$ cat config.mk
export PLATFORM = sky130hd
export DESIGN_NAME = cla_tree
export DESIGN_NICKNAME = d
export VERILOG_FILES = /design/src/rtl/cla_tree.sv
export SDC_FILE = /design/constraint.sdc
export NUM_CORES = 1
export LEC_CHECK = 0
export ABC_AREA = 1
export BUFFER_PORTS_ARGS = -buffer_cell sky130_fd_sc_hd__buf_2
export CAP_MARGIN = 20
export CORE_ASPECT_RATIO = 0.75
export CORE_MARGIN = 2
export CORE_UTILIZATION = 30
export DETAILED_ROUTE_END_ITERATION = 8
export PLACE_DENSITY_LB_ADDON = 0.05
export SYNTH_ARGS = -nofsm -noshare
export SYNTH_HDL_FRONTEND = slang
export SYNTH_SLANG_ARGS = --single-unit
$ cat constraint.sdc
create_clock -name vclk -period 2.3
set_input_delay 0.46 -clock vclk [all_inputs]
set_output_delay 0.46 -clock vclk [all_outputs]
set_load 0.02 [all_outputs]
$ cat src/rtl/cla_tree.sv
module cla_tree #(
  parameter int W = 16
) (
  input  logic [W-1:0] a,
  input  logic [W-1:0] b,
  input  logic         cin,
  output logic [W-1:0] sum,
  output logic         cout,
  output logic         grp_p,
  output logic         grp_g
);
  localparam int LV = (W == 64) ? 3 : (W == 16) ? 2 : 1;

  if (!(W == 4 || W == 16 || W == 64)) begin : g_bad_width
    $error("cla_tree: W must be 4, 16 or 64");
  end

  for (genvar k = 0; k <= LV; k++) begin : up
    localparam int CNT = W >> (2 * k);
    logic [CNT-1:0] p, g;
    if (k == 0) begin : g_bits
      assign p = a ^ b;
      assign g = a & b;
    end else begin : g_grp
      for (genvar u = 0; u < CNT; u++) begin : unit
        logic [3:0] lp, lg;
        assign lp = up[k-1].p[4*u +: 4];
        assign lg = up[k-1].g[4*u +: 4];
        assign p[u] = lp[3] & lp[2] & lp[1] & lp[0];
        assign g[u] = lg[3]
                    | (lp[3] & lg[2])
                    | (lp[3] & lp[2] & lg[1])
                    | (lp[3] & lp[2] & lp[1] & lg[0]);
      end
    end
  end

  for (genvar k = 0; k <= LV; k++) begin : dn
    localparam int CNT = W >> (2 * k);
    logic [CNT-1:0] c;
    if (k == LV) begin : g_root
      assign c = cin;
    end else begin : g_split
      for (genvar u = 0; u < CNT / 4; u++) begin : unit
        logic [3:0] lp, lg;
        logic       c0;
        assign lp = up[k].p[4*u +: 4];
        assign lg = up[k].g[4*u +: 4];
        assign c0 = dn[k+1].c[u];
        assign c[4*u]   = c0;
        assign c[4*u+1] = lg[0] | (lp[0] & c0);
        assign c[4*u+2] = lg[1]
                        | (lp[1] & lg[0])
                        | (lp[1] & lp[0] & c0);
        assign c[4*u+3] = lg[2]
                        | (lp[2] & lg[1])
                        | (lp[2] & lp[1] & lg[0])
                        | (lp[2] & lp[1] & lp[0] & c0);
      end
    end
  end

  assign sum   = up[0].p ^ dn[0].c;
  assign grp_p = up[LV].p[0];
  assign grp_g = up[LV].g[0];
  assign cout  = grp_g | (grp_p & cin);
endmodule


After elaboration in Yosys (flattened, before gate mapping)
Index checks and enable logic that the tools add are counted.

operators by class
  bitwise logic cells = 125

operators with widths
  kind              count
  $and A1 B1 Y1     76
  $or A1 B1 Y1      46
  $xor A16 B16 Y16  2
  $and A16 B16 Y16  1

storage, ports and cells
  flip-flop bits (word level) = 0
  output and inout bits = 19

Longest topological paths before layout
  word-level depth = 12
  gate-level depth with buffers = 11
  depth with buffers taken out = 11

Worst setup path after synthesis
No wires, ideal clock.

  path kind = input to output
  start = input port a[2]
  end = output port sum[13]
  arrival time = 2.192 ns
  data required time = 1.840 ns
  slack = -0.352 ns
  stages on the path = 10
  cells stage by stage = ha_1 -> nand2_2 -> nor2_1 -> nor2_2 -> nand2_4 -> nand2_4 -> nand2_2 -> and2_2 -> fa_1 -> xor2_1

between the ends
  cells in the longest elaborated chain, start to end = 11
  elaborated cells on any way between the ends = 19

ends and longest elaborated chain
  item                                                  line    source
  start: declaration                                    4       input logic [W-1:0] a,
  $and A16 B16 Y16 or $xor A16 B16 Y16 (tied branches)  23, 22
  $and A1 B1 Y1, on equally long branches               -
  $or A1 B1 Y1 (tied with other cells)                  31      | (lp[3] & lg[2])
  $or A1 B1 Y1 or $and A1 B1 Y1 (tied branches)         32, 33
  $or A1 B1 Y1                                          33      | (lp[3] & lp[2] & lp[1] & lg[0]);
  $and A1 B1 Y1                                         57      | (lp[2] & lp[1] & lg[0])
  $or A1 B1 Y1                                          57
  $or A1 B1 Y1 *                                        58      | (lp[2] & lp[1] & lp[0] & c0);
  $and A1 B1 Y1 *                                       51      assign c[4*u+1] = lg[0] | (lp[0] & c0);
  $or A1 B1 Y1 *                                        51
  $xor A16 B16 Y16 *                                    63      assign sum = up[0].p ^ dn[0].c;
  end: declaration                                      7       output logic [W-1:0] sum,

Mark *: on every way between the ends. The rest lies on a longest branch, timed or not.

Final worst setup path
  start = input port b[2]
  end = output port sum[13]

between the ends
  cells in the longest elaborated chain, start to end = 11
  elaborated cells on any way between the ends = 19

ends and longest elaborated chain
  item                                                  line    source
  start: declaration                                    5       input logic [W-1:0] b,
  $and A16 B16 Y16 or $xor A16 B16 Y16 (tied branches)  23, 22
  $and A1 B1 Y1, on equally long branches               -
  $or A1 B1 Y1 (tied with other cells)                  31
  $or A1 B1 Y1 or $and A1 B1 Y1 (tied branches)         32, 33
  $or A1 B1 Y1                                          33
  $and A1 B1 Y1                                         57
  $or A1 B1 Y1                                          57
  $or A1 B1 Y1 *                                        58
  $and A1 B1 Y1 *                                       51
  $or A1 B1 Y1 *                                        51
  $xor A16 B16 Y16 *                                    63

Marked as above.

==> summary.txt <==
Placed design
  • Placed cells: 255
  • I/O Buffers: 52
  • Pre-CTS setup slack: -0.323 ns
  • DPL Wire Length: 2.09 mm
  • Placed cell areas: 1550 um^2
  • Final GP Congestion: 0.767

Timing
  • Final Hold Vio Count: 0
  • Hold_ws: 1.26 ns
  • Max Slew Vio Count: 0
  • # setup viols final: 8
  • Max Fclk: 398 MHz
  • Max_slew headroom: 81.0%
  • Tcrit/Tclk final: 109%
  • RSZ-0062 raised after global routing: true
  • Worst slew pin tran: between 0.2 and 0.3 ns
  • Fin crit period: 2.52 ns
  • Total negative slack: -1.13 ns
  • Post-route setup slack: -0.215 ns

Die
  • Die footprint: 3430 um^2
  • # rows: 17
  • Die H: 51.3 um
  • Number of top-level pins: 52
  • Starting Density: 30.9%
  • Die Wd: 67.0 um
  • Core region area: ~2900 um^2

Synth
  • Post-synthesis instance area: just under 900 um^2
  • Syn Area/Cell: approximately 6.5 um^2
  • Syn Inst Count: 137
  • Yosys warns: 0
  • Mapped Nets: 190
  • Count of cell types in the netlist: 23
  • Sequential share of the synthesized area: 0%

Power
  • Total power: 0.626 mW
  • VDD IR max: 165 uV
  • Pwr per Cell Area: 340 nW/um^2
  • Lkg Pwr: 0.982 nW

Global routing
  • Total congestion overflow: 0
  • Largest net degree at the start of global routing: 7
  • Vias in the first global route: 1032
  • First-pass GRT wire length: 4.08 mm
  • Initial antenna violation count: 0
  • Gr usage total: 14.4%

Worst setup path
  • CP Data Required Time: 1.84 ns
  • Worst-path maximum fanout: 2
  • Crit. End Element: primary output
  • WS Path Type: in2out
  • Crit path DAT: 2.06 ns
  • Crit start category: primary input

Finish
  • Share of layout cells above drive strength 1: 64.9%
  • Number of fill cells: 265
  • Clock buffer cells: 0
  • FF/Latch Area: 0 um^2
  • Finished Cell Area: 1840 um^2
  • Final std cells w/o fill: around 260
  • Antenna Cells: 0
  • Utilization after layout: a little under two thirds
  • FFs & Latches: 0
  • # nets final: 280
  • Area growth syn-to-layout: 106%

Detailed routing
  • Met2 wire length: 1.24 mm
  • Antenna viol nets, final: 0
  • DRT Wirelength: 2.50 mm
  • Metal3 WL: between 100 and 150 um
  • DRC viols: 0
  • Starting DRT DRC Count: 46
  • Routed wire per std cell: 9.50 um
  • Routed met1 length: 1.11 mm
  • DR pass1 iterations: 3
  • Top sig layer: met3
  • DR vias/cell: about 4.4
  • Detailed-route via count: 1168

Worst hold path
  • Worst hold-check path type: in2out

Clock network
  • Post-cts hold buffer count: 0

Run
  • Max_cap viols: 0

Outcome
  • Outcome: finished with violations
  • Failing checks: negative setup slack
[per-layer routing]
layer  track usage (%)  up-vias
met5                 0        -
met4                 0        0
met3             0.881        0
met2              25.6       31
met1              20.2      526
li1                  -      611
[cells in the mapped netlist, drive strengths merged]
| cell type | count | share of area, % |
|---|---|---|
| a211oi | 1 | 0.84 |
| a21oi | 5 | 2.8 |
| a221oi | 1 | 0.98 |
| and2 | 1 | 0.84 |
| and3 | 2 | 1.4 |
| fa | 4 | 9.0 |
| ha | 16 | 22 |
| inv | 25 | 11 |
| nand2 | 51 | 27 |
| nand3 | 12 | 7.3 |
| nand4 | 1 | 0.70 |
| nor2 | 9 | 7.0 |
| o211ai | 1 | 0.84 |
| o21ai | 1 | 1.8 |
| xnor2 | 2 | 2.0 |
| xor2 | 5 | 4.9 |
[worst max-delay path, cell delays in order]
cell and delay (ns):
buf_6 0.10, ha_4 0.24, nand2_4 0.09, nor2_4 0.05, nor2_4 0.13, nand2_4 0.06
nand2_4 0.06, nand2_2 0.05, and2_4 0.14, fa_2 0.40, xor2_4 0.16, buf_6 0.13
[worst paths after layout]
check | start | to | slack (ns) | depth (start not counted)
max | b[2] | sum[13] | -0.22 | 12
min | cin | cout | 1.26 | 4
[repair_timing]
action / in CTS / in global routing
endpoints found under the setup margin: 7 / 14
setup buffers: 9 / 5
gates resized for setup: 31 / 31
pin swaps: 12 / 16
[cell usage in the layout, fill, tap and decap left out, types with 4 or more instances in the layout]
cell type	n
buf_4	36
buf_2	33
nand2_1	31
inv_1	21
buf_6	19
nand2_2	15
ha_4	10
nand3_1	7
nand2_4	5
nand3_2	5
ha_1	5
nor2_4	4
inv_2	4
[power by group]
part	leakage [nW]	internal [mW]	total (mW)	switching, mW
Sequential	0	0	0	0
Combinational	0.982	0.317	0.626	0.309
Clock	0	0	0	0
[logic make-up after synthesis]
family,count (synthesis),share of synthesized area (%)
adders and majority gates,20,31.4
buffers and inverters,25,10.5
and+or+nand+nor,76,44.0
xor gates and xnor gates,7,6.86
AOI/OAI and AO/OA,9,7.28
[area by class of cell]
type                       instances  area (um^2)  share of cell area, %
inverter                          25         93.8                   5.10
multi-input combinational        112         1050                   57.0
tap                               38         47.5                   2.59
timing repair buffer              88          649                   35.3
(Power assumes the default switching activity.)
